[src/rtl/rtc_pkg.sv]
package rtc_pkg;
    typedef enum logic {
        ST_STOPPED  = 1'b0,
        ST_COUNTING = 1'b1
    } run_state_e;
endpackage

[src/rtl/rtc_run_fsm.sv]
module rtc_run_fsm
    import rtc_pkg::*;
(
    input  logic clk,
    input  logic rst_n,
    input  logic start_cmd,
    input  logic stop_cmd,
    output logic running
);
    run_state_e state_q, state_d;

    always_comb begin
        state_d = state_q;
        unique case (state_q)
            ST_STOPPED:  if (start_cmd && !stop_cmd) state_d = ST_COUNTING;
            ST_COUNTING: if (stop_cmd)               state_d = ST_STOPPED;
            default:     state_d = ST_STOPPED;
        endcase
    end

    always_ff @(posedge clk or negedge rst_n) begin
        if (!rst_n) state_q <= ST_STOPPED;
        else        state_q <= state_d;
    end

    always_comb begin
        running = (state_q == ST_COUNTING);
    end

    AST_STOP_WINS: assert property (@(posedge clk) disable iff (!rst_n)
        stop_cmd |=> !running);
    AST_START_RUNS: assert property (@(posedge clk) disable iff (!rst_n)
        (start_cmd && !stop_cmd) |=> running);
endmodule

[src/rtl/rtc_fine_counter.sv]
module rtc_fine_counter #(
    parameter int FINE_W = 15,
    parameter int DIV_W  = 4
) (
    input  logic              clk,
    input  logic              rst_n,
    input  logic              active,
    input  logic              tick_sel,
    input  logic [DIV_W-1:0]  div_code,
    input  logic              top_en,
    input  logic [FINE_W-1:0] cmp0_val,
    input  logic              ld,
    input  logic [FINE_W-1:0] ld_data,
    output logic [FINE_W-1:0] cnt,
    output logic              tick
);
    logic [FINE_W-1:0] div_mask;
    logic              at_cmp0;
    logic              div_hit;

    // mask bit i is set when i is below the divide code
    for (genvar i = 0; i < FINE_W; i++) begin : g_mask
        assign div_mask[i] = ((DIV_W+1)'(i) < {1'b0, div_code});
    end

    assign at_cmp0 = (cnt == cmp0_val);
    assign div_hit = ((cnt & div_mask) == div_mask);

    always_comb begin
        tick = active && (tick_sel ? at_cmp0 : div_hit);
    end

    always_ff @(posedge clk or negedge rst_n) begin
        if (!rst_n)                 cnt <= '0;
        else if (ld)                cnt <= ld_data;
        else if (active) begin
            if (top_en && at_cmp0)  cnt <= '0;
            else                    cnt <= cnt + 1'b1;
        end
    end

    AST_FINE_HOLD: assert property (@(posedge clk) disable iff (!rst_n)
        (!active && !ld) |=> $stable(cnt));
    AST_FINE_TOP_WRAP: assert property (@(posedge clk) disable iff (!rst_n)
        (active && !ld && top_en && at_cmp0) |=> (cnt == '0));
    AST_FINE_LOAD: assert property (@(posedge clk) disable iff (!rst_n)
        ld |=> (cnt == $past(ld_data)));
endmodule

[src/rtl/rtc_coarse_counter.sv]
module rtc_coarse_counter #(
    parameter int COARSE_W = 32
) (
    input  logic                clk,
    input  logic                rst_n,
    input  logic                tick,
    input  logic                top_en,
    input  logic [COARSE_W-1:0] cmp1_val,
    input  logic                ld,
    input  logic [COARSE_W-1:0] ld_data,
    output logic [COARSE_W-1:0] cnt,
    output logic                tick_pulse,
    output logic                wrap_pulse
);
    logic inc;
    logic top_hit;
    logic nat_hit;

    assign inc     = tick && !ld;
    assign top_hit = top_en && (cnt == cmp1_val);
    assign nat_hit = (cnt == '1);

    always_ff @(posedge clk or negedge rst_n) begin
        if (!rst_n) begin
            cnt        <= '0;
            tick_pulse <= 1'b0;
            wrap_pulse <= 1'b0;
        end else begin
            tick_pulse <= inc;
            wrap_pulse <= inc && (top_hit || nat_hit);
            if (ld)           cnt <= ld_data;
            else if (inc) begin
                if (top_hit)  cnt <= '0;
                else          cnt <= cnt + 1'b1;
            end
        end
    end

    AST_WRAP_GIVES_ZERO: assert property (@(posedge clk) disable iff (!rst_n)
        wrap_pulse |-> (cnt == '0));
    AST_WRAP_NEEDS_TICK: assert property (@(posedge clk) disable iff (!rst_n)
        wrap_pulse |-> tick_pulse);
    AST_COARSE_TOP_WRAP: assert property (@(posedge clk) disable iff (!rst_n)
        (tick && !ld && top_en && cnt == cmp1_val) |=> (cnt == '0));
    AST_COARSE_LOAD: assert property (@(posedge clk) disable iff (!rst_n)
        ld |=> (cnt == $past(ld_data) && !tick_pulse));
endmodule

[src/rtl/rtc_timebase.sv]
module rtc_timebase #(
    parameter int FINE_W   = 15,
    parameter int COARSE_W = 32,
    parameter int DIV_W    = 4,
    parameter int PACK_W   = 32
) (
    input  logic                clk,
    input  logic                rst_n,
    input  logic                enable,
    input  logic                start_cmd,
    input  logic                stop_cmd,
    input  logic                tick_sel,
    input  logic [DIV_W-1:0]    div_code,
    input  logic                fine_top_en,
    input  logic                coarse_top_en,
    input  logic [FINE_W-1:0]   cmp0_val,
    input  logic [COARSE_W-1:0] cmp1_val,
    input  logic                fine_ld,
    input  logic [FINE_W-1:0]   fine_ld_data,
    input  logic                coarse_ld,
    input  logic [COARSE_W-1:0] coarse_ld_data,
    output logic                running,
    output logic [FINE_W-1:0]   fine_cnt,
    output logic [COARSE_W-1:0] coarse_cnt,
    output logic [PACK_W-1:0]   packed_cnt,
    output logic                tick_pulse,
    output logic                wrap_pulse
);
    localparam int HI_W = PACK_W - FINE_W;

    logic active;
    logic tick;

    rtc_run_fsm u_fsm (
        .clk       (clk),
        .rst_n     (rst_n),
        .start_cmd (start_cmd),
        .stop_cmd  (stop_cmd),
        .running   (running)
    );

    assign active = enable && running;

    rtc_fine_counter #(.FINE_W(FINE_W), .DIV_W(DIV_W)) u_fine (
        .clk      (clk),
        .rst_n    (rst_n),
        .active   (active),
        .tick_sel (tick_sel),
        .div_code (div_code),
        .top_en   (fine_top_en),
        .cmp0_val (cmp0_val),
        .ld       (fine_ld),
        .ld_data  (fine_ld_data),
        .cnt      (fine_cnt),
        .tick     (tick)
    );

    rtc_coarse_counter #(.COARSE_W(COARSE_W)) u_coarse (
        .clk        (clk),
        .rst_n      (rst_n),
        .tick       (tick),
        .top_en     (coarse_top_en),
        .cmp1_val   (cmp1_val),
        .ld         (coarse_ld),
        .ld_data    (coarse_ld_data),
        .cnt        (coarse_cnt),
        .tick_pulse (tick_pulse),
        .wrap_pulse (wrap_pulse)
    );

    assign packed_cnt = {coarse_cnt[HI_W-1:0], fine_cnt};

    AST_TICK_ONLY_ACTIVE: assert property (@(posedge clk) disable iff (!rst_n)
        tick_pulse |-> $past(active));
endmodule

[config.mk]
export PLATFORM = sky130hd
export DESIGN_NAME = rtc_timebase
export DESIGN_NICKNAME = d
export VERILOG_FILES = /design/src/rtl/rtc_pkg.sv /design/src/rtl/rtc_run_fsm.sv /design/src/rtl/rtc_fine_counter.sv /design/src/rtl/rtc_coarse_counter.sv /design/src/rtl/rtc_timebase.sv
export SDC_FILE = /design/constraint.sdc
export NUM_CORES = 1
export LEC_CHECK = 0
export ABC_AREA = 1
export BUFFER_PORTS_ARGS = -buffer_cell sky130_fd_sc_hd__buf_4
export CAP_MARGIN = 20
export CORE_UTILIZATION = 46
export CTS_CLUSTER_DIAMETER = 150
export CTS_CLUSTER_SIZE = 10
export DETAILED_ROUTE_END_ITERATION = 6
export GPL_ROUTABILITY_DRIVEN = 1
export PLACE_DENSITY = 0.79
export SETUP_SLACK_MARGIN = 0.4
export SYNTH_ARGS = -nofsm -noshare
export SYNTH_HDL_FRONTEND = slang
export SYNTH_HIERARCHICAL = 1
export SYNTH_SLANG_ARGS = --single-unit
[constraint.sdc]
create_clock -name clk -period 2.2 [get_ports clk]
set_clock_uncertainty 0.05 [all_clocks]
set_input_delay 0.44 -clock clk [delete_from_list [all_inputs] [get_ports clk]]
set_output_delay 0.44 -clock clk [all_outputs]
set_load 0.01 [all_outputs]
==> metrics.csv, run 1 <==
stage,metric,value,unit
critical_path,startpoint,u_fine/cnt[13],
cts,cts_hold_buf,0,
critical_path,end_kind,register,
logic_synthesis,synth_edf_count,0,
global_route,antenna_found_initial,0,
logic_synthesis,synth_seq_area_share,25.5,%
sta,min_period,2.11,ns
final_layout,layout-drive-gt1-share,40.5,%
hold_path,hp-class,in2async,
cts,numCtsBuffers,5,
power_and_ir_drop,leakagePower,0.00370,µW
route,drc,0,
critical_path,path_cells,inv_2 > nand2_1 > nand2_1 > nor2_1 > nand2_2 > nor2_4 > nand2_2 > a21oi_2 > nand2_1 > inv_2 > nor2_4 > inv_4 > buf_12 > buf_16 > nand2_2 > nor2_2 > nand3_2 > nand2_2,
final_layout,antenna_cells,0,
run_status,status,finished clean,
logic_synthesis,synth.cell_area,4900,µm²
cts,insertion_delay,0.31,ns
sta,fin_setup_tns,0,ns
critical_path,cp.arrival,2.31,ns
final_layout,synthToLayoutAreaGrowth,44.0,%
final_layout,final_common_cell,buf_4,
global_route,grt_max_degree,51,
route,drtPass1Iterations,5,
floorplanning,core,10300,µm²
logic_synthesis,yosys.area.top_type_share,25.5,%
critical_path,cp_max_fo,7,
sta,final.period_utilization,96.0,%
floorplanning,num_rows,37,
logic_synthesis,synth_seq_cells,50,
sta,max_clock_freq,473,MHz
logic_synthesis,yosysTopAreaCell,dfrtp_1,
route,routed_wl,16900,µm
logic_synthesis,ys_top_cells_by_area,"dfrtp_1 (26%), nand2_1 (17%), a22oi_1 (7.2%)",
final_layout,layout.nets,1091,
logic_synthesis,synth_nets,877,
route,wl_per_cell,15.2,µm
cts,cts.clk_slew.worst_paths,0.10,ns
global_route,grt_pass1_vias,5521,
sta,worstMarginPinSlew,0.666,ns
global_route,overflow,0,
global_route,grt_pass1_wl,26600,µm
critical_path,path_common_cell,nand2_2,
critical_path,startpoint_type,register,
power_and_ir_drop,p_per_area,487,nW/µm²
floorplanning,die_area,11100,µm²
place,gp_congestion,0.976,
sta,slew_headroom,55.6,%
route,vias,5934,
critical_path,cpLargestDelayFamily,simple AND/OR/NAND/NOR gates,
cts,cts_tree,yes,
logic_synthesis,synth_async_sr_flop_share,100,%
place,hpwl,12400,µm
critical_path,r2r-start,u_fine/cnt[13],
critical_path,r2r_setup_slack,0.09,ns
critical_path,critical_path_buf_inv_count,5,
sta,hold_viol,0,
route,drtAntennaViolNets,0,
global_route,grt_use_total,30.0,%
logic_synthesis,syn_area_per_cell,6.38,µm²
logic_synthesis,synth_cell_types,39,
route,via_per_inst,5.31,
cts,htree_levels,2,
sta,setup_viol,0,
cts,clock_sinks,50,
critical_path,rr_worst_depth,18,
critical_path,r2r-end,u_coarse/cnt[23],
floorplanning,dieHeight,105,µm
logic_synthesis,syn_inst,767,
final_layout,num-fill-cells,886,
logic_synthesis,synth_warnings,6,
critical_path,critPathSlowestCell,dfrtp_2,
floorplanning,dieWidth,105,µm
critical_path,cp.required,2.40,ns
critical_path,critical_path_class,reg2reg,
power_and_ir_drop,p_total,3430,µW
floorplanning,initial_core_util,47.4,%
power_and_ir_drop,peakVddDrop,0.305,mV
sta,rsz0062_at_grt,true,
critical_path,slowest_delay,0.43,ns
final_layout,final_cell_mix,"buf_4 (252), nand2_1 (208), inv_1 (89), nor2_1 (67), nand3_1 (55)",
cts,clockRootBuffer,clkbuf_8,
place,io_buffers,189,
run,timing.max_cap.violations,0,
floorplanning,io_pins,190,
route,drtIter0Drc,646,
sta,report.final.slew_viol_count,0,
cts,clock_path_buffers,2,
logic_synthesis,synth_ff_type,dfrtp_1,
## cell type report
class                   instances  area, µm²  area share [%]
flip-flops and latches         50       1270            18.0
clock inverters                 1       5.00          0.0710
repair buffers                259       2010            28.6
clock buffers                   7       86.3            1.22
multi-input cells             556       3090            43.8
well taps                     136        170            2.41
inverters                     109        417            5.91
## where the power goes
part / switching, µW / leakage (µW) / internal (µW) / total, µW
Clock: 319 / 0.0000482 / 255 / 574
Combinational: 875 / 0.00307 / 785 / 1660
Sequential: 167 / 0.000581 / 1030 / 1200
## metal layers
layer	vias up	global-route usage, %	share of wire [%]
met5	-	0	0
met4	0	9.36	2.6
met3	46	4.55	10
met2	341	48.8	46
met1	2698	40.8	41
li1	2849	-	-
## kinds of logic (layout without fill, tap and decap cells)
group	count (synthesis)	after routing	synth area share [%]
flip-flops	50	50	25.5
adder cells (fa/ha/maj)	2	2	0.511
AND/OR/NAND/NOR	434	434	40.9
XOR/XNOR	19	19	3.40
buffers and inverters	161	376	15.9
AO/OA/AOI/OAI	101	101	13.7
## worst reg2reg max path, stage by stage (launching register included)
cell	delay, ns
dfrtp_2	0.43
inv_2	0.06
nand2_1	0.07
nand2_1	0.05
nor2_1	0.12
nand2_2	0.09
nor2_4	0.09
nand2_2	0.07
a21oi_2	0.12
nand2_1	0.08
inv_2	0.08
nor2_4	0.05
inv_4	0.11
buf_12	0.11
buf_16	0.14
nand2_2	0.06
nor2_2	0.11
nand3_2	0.09
nand2_2	0.07
## worst max-delay path by stage
| stage | end | slack, ns | cells after the start |
|---|---|---|---|
| 3_5_place_dp | u_coarse/cnt[6] | -0.007 | 17 |
| 4_1_cts | u_coarse/cnt[29] | 0.20 | 19 |
| 6_report | u_coarse/cnt[23] | 0.09 | 18 |
| 5_1_grt | u_coarse/cnt[23] | -0.1 | 19 |
| 2_1_floorplan | u_coarse/cnt[9] | 0.25 | 18 |
| 3_3_place_gp | u_coarse/cnt[6] | 0.06 | 17 |
## cell usage after synthesis, types with 6 or more instances
cell	n
a21oi_1	20
a22oi_1	47
buf_4	33
buf_6	6
clkbuf_1	7
dfrtp_1	50
inv_1	92
inv_2	15
nand2_1	224
nand2_2	11
nand3_1	58
nand3_2	7
nand4_1	11
nor2_1	82
nor2_2	9
nor2_4	10
nor3_1	12
o21ai_0	16
o21ai_2	10
xnor2_1	14
## sequential cells by signal (all words and copies together) (netlist names)
signal and count:
u_coarse/cnt 32, u_coarse/tick_pulse 1, u_coarse/wrap_pulse 1, u_fine/cnt 15, u_fsm/running 1
## through the flow
stage          hold slack (ns)  area, µm²  util, %  setup slack, ns  cells
2_1_floorplan           0.0944       4920        -            0.247    767
3_3_place_gp             0.466       6440     62.4           0.0606   1079
3_5_place_dp             0.466       6440     62.4         -0.00715   1079
4_1_cts                  0.131       6810     66.0            0.200   1108
5_1_grt                  0.160       7050     68.3          -0.0963   1118
6_report                 0.105       7050     68.3           0.0877   1118
## repair_timing
action	4_1_cts	5_1_grt
cloned	2	0
pin swaps	11	22
resized for setup	37	46
buffers inserted	19	10
endpoints found under the setup margin	35	36
(Power assumes the default switching activity.)
==> run 2: changes to the inputs <==
--- a/config.mk
+++ b/config.mk
@@ -5,15 +5,14 @@
 export SDC_FILE = /design/constraint.sdc
 export NUM_CORES = 1
 export LEC_CHECK = 0
-export ABC_AREA = 1
 export BUFFER_PORTS_ARGS = -buffer_cell sky130_fd_sc_hd__buf_4
 export CAP_MARGIN = 20
-export CORE_UTILIZATION = 46
+export CORE_UTILIZATION = 49
 export CTS_CLUSTER_DIAMETER = 150
 export CTS_CLUSTER_SIZE = 10
 export DETAILED_ROUTE_END_ITERATION = 6
 export GPL_ROUTABILITY_DRIVEN = 1
-export PLACE_DENSITY = 0.79
+export PLACE_DENSITY = 0.82
 export SETUP_SLACK_MARGIN = 0.4
 export SYNTH_ARGS = -nofsm -noshare
 export SYNTH_HDL_FRONTEND = slang
==> constraint.sdc (replaced) <==
create_clock -name clk -period 2.4 [get_ports clk]
set_clock_uncertainty 0.05 [all_clocks]
set_input_delay 0.48 -clock clk [delete_from_list [all_inputs] [get_ports clk]]
set_output_delay 0.48 -clock clk [all_outputs]
set_load 0.01 [all_outputs]
==> metrics.csv, run 2 <==
stage,metric,value,unit
logic_synthesis,synth_warnings,6,
run_status,violations,setup timing,
route,drtAntennaViolNets,0,
route,vias,5452,
floorplanning,initial_core_util,50.7,%
floorplanning,dieWidth,97.2,µm
logic_synthesis,syn_area_per_cell,8.12,µm²
cts,insertion_delay,0.32,ns
sta,slew_headroom,54.9,%
final_layout,final_util,79.3,%
route,drc,0,
power_and_ir_drop,peakVddDrop,0.267,mV
final_layout,layout-drive-gt1-share,46.8,%
logic_synthesis,yosys-top-cells-count,"dfrtp_1 (50), nand2_1 (46), xnor2_1 (39), buf_4 (34), nand4_1 (33)",
sta,layout_setup_ws,-0.601,ns
logic_synthesis,synth_cell_types,58,
hold_path,hp-class,in2async,
global_route,overflow,0,
final_layout,layout.nets,881,
sta,report.final.slew_viol_count,0,
final_layout,final_common_cell,buf_4,
critical_path,startpoint,u_fine/cnt[5],
power_and_ir_drop,p_switching,1150,µW
cts,cts.clk_slew.worst_paths,0.10,ns
run,timing.max_cap.violations,0,
global_route,grt_max_degree,51,
critical_path,r2r_setup_slack,-0.60,ns
floorplanning,die_area,9440,µm²
logic_synthesis,yosysTopAreaCell,dfrtp_1,
logic_synthesis,synth.cell_area,4440,µm²
sta,min_period,3.00,ns
sta,hold_viol,0,
sta,hold_ws,0.133,ns
critical_path,critical_path_class,reg2reg,
cts,clock_path_buffers,2,
cts,numCtsBuffers,5,
logic_synthesis,synth_ff_type,dfrtp_1,
route,routed_wl,17600,µm
critical_path,path_common_cell,xor2_2,
logic_synthesis,synth_nets,657,
final_layout,top_regs,"u_coarse/cnt x32, u_fine/cnt x15",
cts,htree_levels,2,
logic_synthesis,synth_async_sr_flop_share,100,%
final_layout,antenna_cells,0,
floorplanning,num_rows,34,
critical_path,r2r-start,u_fine/cnt[5],
route,drtPass1Iterations,7,
sta,worstMarginPinSlew,0.677,ns
final_layout,largest_reg_flops,32,
critical_path,path_cells,xor2_2 > nor4_4 > nand4_2 > or2_1 > o41ai_4 > inv_2 > or4b_4 > or3_4 > xor2_2 > a211oi_2,
critical_path,cp_max_fo,5,
final_layout,num-fill-cells,575,
global_route,antenna_found_initial,0,
power_and_ir_drop,pwr-share-comb,46.6,%
floorplanning,dieHeight,97.2,µm
critical_path,rr_worst_depth,10,
cts,clock_sinks,50,
final_layout,synthToLayoutAreaGrowth,56.6,%
logic_synthesis,syn_inst,547,
final_layout,largest-register,u_coarse/cnt,
critical_path,critPathSlowestCell,or4b_4,
critical_path,r2r-end,u_coarse/cnt[15],
cts,cts_tree,yes,
global_route,grt_pass1_vias,5118,
critical_path,startpoint_type,register,
logic_synthesis,yosys.area.top_type_share,28.2,%
floorplanning,core,8760,µm²
logic_synthesis,yosysMostFrequentCell,dfrtp_1,
cts,clockRootBuffer,clkbuf_8,
place,io_buffers,189,
power_and_ir_drop,swShare,38.4,%
global_route,grt_use_total,34.4,%
power_and_ir_drop,power_frac_clock,17.7,%
logic_synthesis,ys_top_cells_by_area,"dfrtp_1 (28%), xnor2_1 (7.7%), buf_4 (5.7%)",
global_route,grt_pass1_wl,25800,µm
logic_synthesis,synth_edf_count,0,
sta,max_clock_freq,333,MHz
power_and_ir_drop,leakagePower,0.00314,µW
logic_synthesis,synth_seq_area_share,28.2,%
route,drtIter0Drc,478,
power_and_ir_drop,pwr-share-seq,35.7,%
critical_path,cp.required,2.58,ns
power_and_ir_drop,p_total,3000,µW
route,wl_per_cell,20.0,µm
place,gp_congestion,0.964,
route,via_per_inst,6.20,
logic_synthesis,synth_seq_cells,50,
sta,rsz0062_at_grt,true,
final_layout,final_cell_mix,"buf_4 (276), dfrtp_1 (47), nand2_1 (46), xnor2_1 (39), nand4_1 (33)",
critical_path,cp.arrival,3.18,ns
sta,setup_viol,32,
critical_path,end_kind,register,
sta,final.period_utilization,125,%
power_and_ir_drop,p_int,1850,µW
critical_path,slowest_delay,0.59,ns
floorplanning,io_pins,190,
power_and_ir_drop,p_per_area,431,nW/µm²
place,hpwl,12300,µm
run_status,status,"finished, violations left",
==> run 2: cells by family (layout without fill, tap and decap cells) <==
kind of cell	Yosys count	count (layout)	synth area share [%]
compound gates	95	95	14.7
xor+xnor	67	67	13.4
fa+ha+maj	2	2	0.564
buf+inv	89	314	11.3
flops	50	50	28.2
mux	7	7	1.58
simple gates	237	237	30.3
==> run 2: layer usage <==
layer  vias to the layer above  track usage [%]  part of all wire [%]
li1                       2414                -                     -
met1                      2567             42.2                    37
met2                       403             59.4                    49
met3                        68             5.40                   9.8
met4                         0             15.2                   4.0
met5                         -                0                     0
==> run 2: cell type report <==
| class | instances | area (µm²) | share of cell area (%) |
|---|---|---|---|
| Multi-Input combinational cell | 408 | 3120 | 44.9 |
| Timing Repair Buffer | 293 | 2300 | 33.1 |
| Sequential cell | 50 | 1250 | 18.1 |
| Tap cell | 108 | 135 | 1.94 |
| Clock buffer | 5 | 68.8 | 0.990 |
| Inverter | 13 | 48.8 | 0.702 |
| Clock inverter | 3 | 21.3 | 0.306 |
==> run 2: how the worst max path moves through the flow <==
stage                       end  cells after the start  slack (ns)
6_report       u_coarse/cnt[15]                     10       -0.60
5_1_grt        u_coarse/cnt[15]                     10       -0.63
4_1_cts        u_coarse/cnt[15]                     10       -0.54
3_5_place_dp   u_coarse/cnt[15]                     11       -0.92
3_3_place_gp   u_coarse/cnt[15]                     11       -0.77
2_1_floorplan  u_coarse/cnt[15]                     12       -0.66
==> run 2: stage by stage <==
step | cells | setup slack [ns] | TNS [ns] | area, µm²
after CTS | 868 | -0.541 | -7.41 | 6590
after floorplan | 547 | -0.656 | -6.56 | 4500
after global placement | 845 | -0.774 | -11.52 | 6180
after detailed placement | 845 | -0.921 | -14.02 | 6180
after global routing | 880 | -0.629 | -13.24 | 6950
final | 880 | -0.601 | -10.31 | 6950
==> run 2: timing repair <==
item | CTS | global route
pin swaps | 19 | 24
hold buffers | 0 | 0
cloned | 1 | 1
buffers inserted | 14 | 11
gates resized for setup | 46 | 50
endpoints found under the setup margin | 34 | 37
==> run 2: worst max-delay path, delay by kind of cell, from the launching register on <==
| kind | cells | cell delay [ns] |
|---|---|---|
| compound gates | 2 | 0.31 |
| xor+xnor | 2 | 0.34 |
| buf+inv | 1 | 0.08 |
| flops | 1 | 0.46 |
| simple gates | 5 | 1.66 |
==> run 2: power groups by stage <==
| stage | clock, µW | combinational [µW] | sequential [µW] |
|---|---|---|---|
| after CTS | 530 | 1330 | 1060 |
| final | 530 | 1400 | 1070 |
| after global placement | 0 | 1250 | 1080 |
| after detailed placement | 0 | 1280 | 1080 |
| after global routing | 570 | 1480 | 1080 |
| after floorplan | 0 | 635 | 1110 |
==> run 3: changes to the inputs <==
--- a/config.mk
+++ b/config.mk
@@ -7,12 +7,12 @@
 export LEC_CHECK = 0
 export BUFFER_PORTS_ARGS = -buffer_cell sky130_fd_sc_hd__buf_4
 export CAP_MARGIN = 20
-export CORE_UTILIZATION = 49
+export CORE_UTILIZATION = 45
 export CTS_CLUSTER_DIAMETER = 150
 export CTS_CLUSTER_SIZE = 10
 export DETAILED_ROUTE_END_ITERATION = 6
 export GPL_ROUTABILITY_DRIVEN = 1
-export PLACE_DENSITY = 0.82
+export PLACE_DENSITY = 0.76
 export SETUP_SLACK_MARGIN = 0.4
 export SYNTH_ARGS = -nofsm -noshare
 export SYNTH_HDL_FRONTEND = slang
==> metrics.csv, run 3 (synthesis results as in run 2) <==
stage,metric,value,unit
cts,htree_levels,2,
power_and_ir_drop,p_per_area,467,nW/µm²
route,drtPass1Iterations,5,
global_route,grt_pass1_wl,24500,µm
route,drc,0,
sta,report.final.slew_viol_count,0,
final_layout,final_cell_mix,"buf_4 (267), dfrtp_1 (48), nand2_1 (46), xnor2_1 (38), nand4_1 (33)",
cts,cts_hold_buf,0,
global_route,overflow,0,
floorplanning,initial_core_util,47.1,%
cts,insertion_delay,0.32,ns
sta,worstMarginPinSlew,0.683,ns
critical_path,cp.arrival,3.16,ns
global_route,grt_pass1_vias,4874,
final_layout,top_regs,"u_coarse/cnt x32, u_fine/cnt x15",
sta,max_clock_freq,336,MHz
critical_path,crit_path_end,u_coarse/cnt[15],
floorplanning,dieHeight,101,µm
floorplanning,core,9420,µm²
cts,clockRootBuffer,clkbuf_8,
power_and_ir_drop,leakagePower,0.00285,µW
sta,hold_viol,0,
cts,clock_sinks,50,
final_layout,final_util,68.8,%
floorplanning,dieWidth,101,µm
power_and_ir_drop,peakVddDrop,0.277,mV
sta,hold_ws,0.147,ns
place,io_buffers,189,
critical_path,critical_path_class,reg2reg,
run_status,status,"finished, violations left",
critical_path,startpoint,u_fine/cnt[5],
route,via_per_inst,5.98,
cts,cts_tree,yes,
sta,min_period,2.97,ns
route,drtIter0Drc,450,
final_layout,layout-drive-gt1-share,42.2,%
route,vias,5241,
place,hpwl,12200,µm
floorplanning,io_pins,190,
floorplanning,die_area,10300,µm²
run_status,violations,setup timing,
final_layout,layout.nets,856,
global_route,grt_use_total,30.7,%
global_route,grt_max_degree,51,
sta,final.period_utilization,124,%
floorplanning,num_rows,35,
sta,setup_viol,26,
route,routed_wl,16300,µm
cts,clock_path_buffers,2,
critical_path,end_kind,register,
critical_path,rr_worst_depth,10,
cts,cts.clk_slew.worst_paths,0.11,ns
critical_path,r2r_setup_slack,-0.57,ns
route,drtAntennaViolNets,0,
sta,fin_setup_tns,-8.61,ns
sta,slew_headroom,54.4,%
final_layout,synthToLayoutAreaGrowth,45.9,%
global_route,antenna_found_initial,0,
place,place_area,6200,µm²
place,gp_congestion,1.05,
route,wl_per_cell,18.6,µm
final_layout,final_cell_area,6480,µm²
critical_path,r2r-end,u_coarse/cnt[15],
cts,numCtsBuffers,5,
final_layout,largest-register,u_coarse/cnt,
hold_path,hp-class,in2async,
final_layout,largest_reg_flops,32,
run,timing.max_cap.violations,0,
critical_path,cp.required,2.59,ns
final_layout,antenna_cells,0,
critical_path,cp_max_fo,6,
final_layout,final_common_cell,buf_4,
sta,rsz0062_at_grt,true,
critical_path,r2r-start,u_fine/cnt[5],
place,pre_cts_ws,-0.850,ns
critical_path,startpoint_type,register,
sta,layout_setup_ws,-0.572,ns
## run 3: per-layer routing
metal / GRT usage, % / share of wire (%) / wire length (µm)
met4: 9.81 / 2.2 / 353
met2: 53.1 / 49 / 7990
met3: 4.90 / 10 / 1690
met5: 0 / 0 / 0
met1: 39.1 / 38 / 6240
## run 3: worst max-delay path: stages (launching register included)
cell      delay [ns]
dfrtp_2         0.47
xor2_2          0.16
nor4_2          0.31
nand4_2         0.17
or2_1           0.27
o41ai_4         0.08
inv_2           0.08
or4b_4          0.60
or3_1           0.35
xor2_1          0.16
a211oi_2        0.20
## run 3: worst min path at each step
stage / start / endpoint / depth (start not counted)
floorplan: rst_n / u_coarse/cnt[0] / 0
global placement: rst_n / u_fsm/running / 1
detailed placement: rst_n / u_coarse/cnt[3] / 1
CTS: rst_n / u_fine/cnt[0] / 1
global route: rst_n / u_coarse/tick_pulse / 1
finish: rst_n / u_fine/cnt[0] / 1
## run 3: cell type report
type,instances,area [µm²]
Clock buffer,5,68.8
Sequential cell,50,1250
Fill cell,739,2940
Multi-Input combinational cell,408,2880
Inverter,13,48.8
Tap cell,129,161
Clock inverter,3,45.0
Timing Repair Buffer,268,2020
## run 3: repair_timing
action,CTS,global route
endpoints found under the setup margin,34,36
gates resized for setup,26,6
pin swaps,5,4
buffers inserted,3,0
## run 3: stage by stage
stage	power, µW	instances
final	3030	876
after floorplan	1740	547
after global placement	2310	865
after CTS	3000	876
after detailed placement	2340	865
after global routing	3170	876
## run 3: where the power goes
part | internal (µW) | switching, µW
clock | 311 | 328
combinational | 677 | 646
sequential | 932 | 135
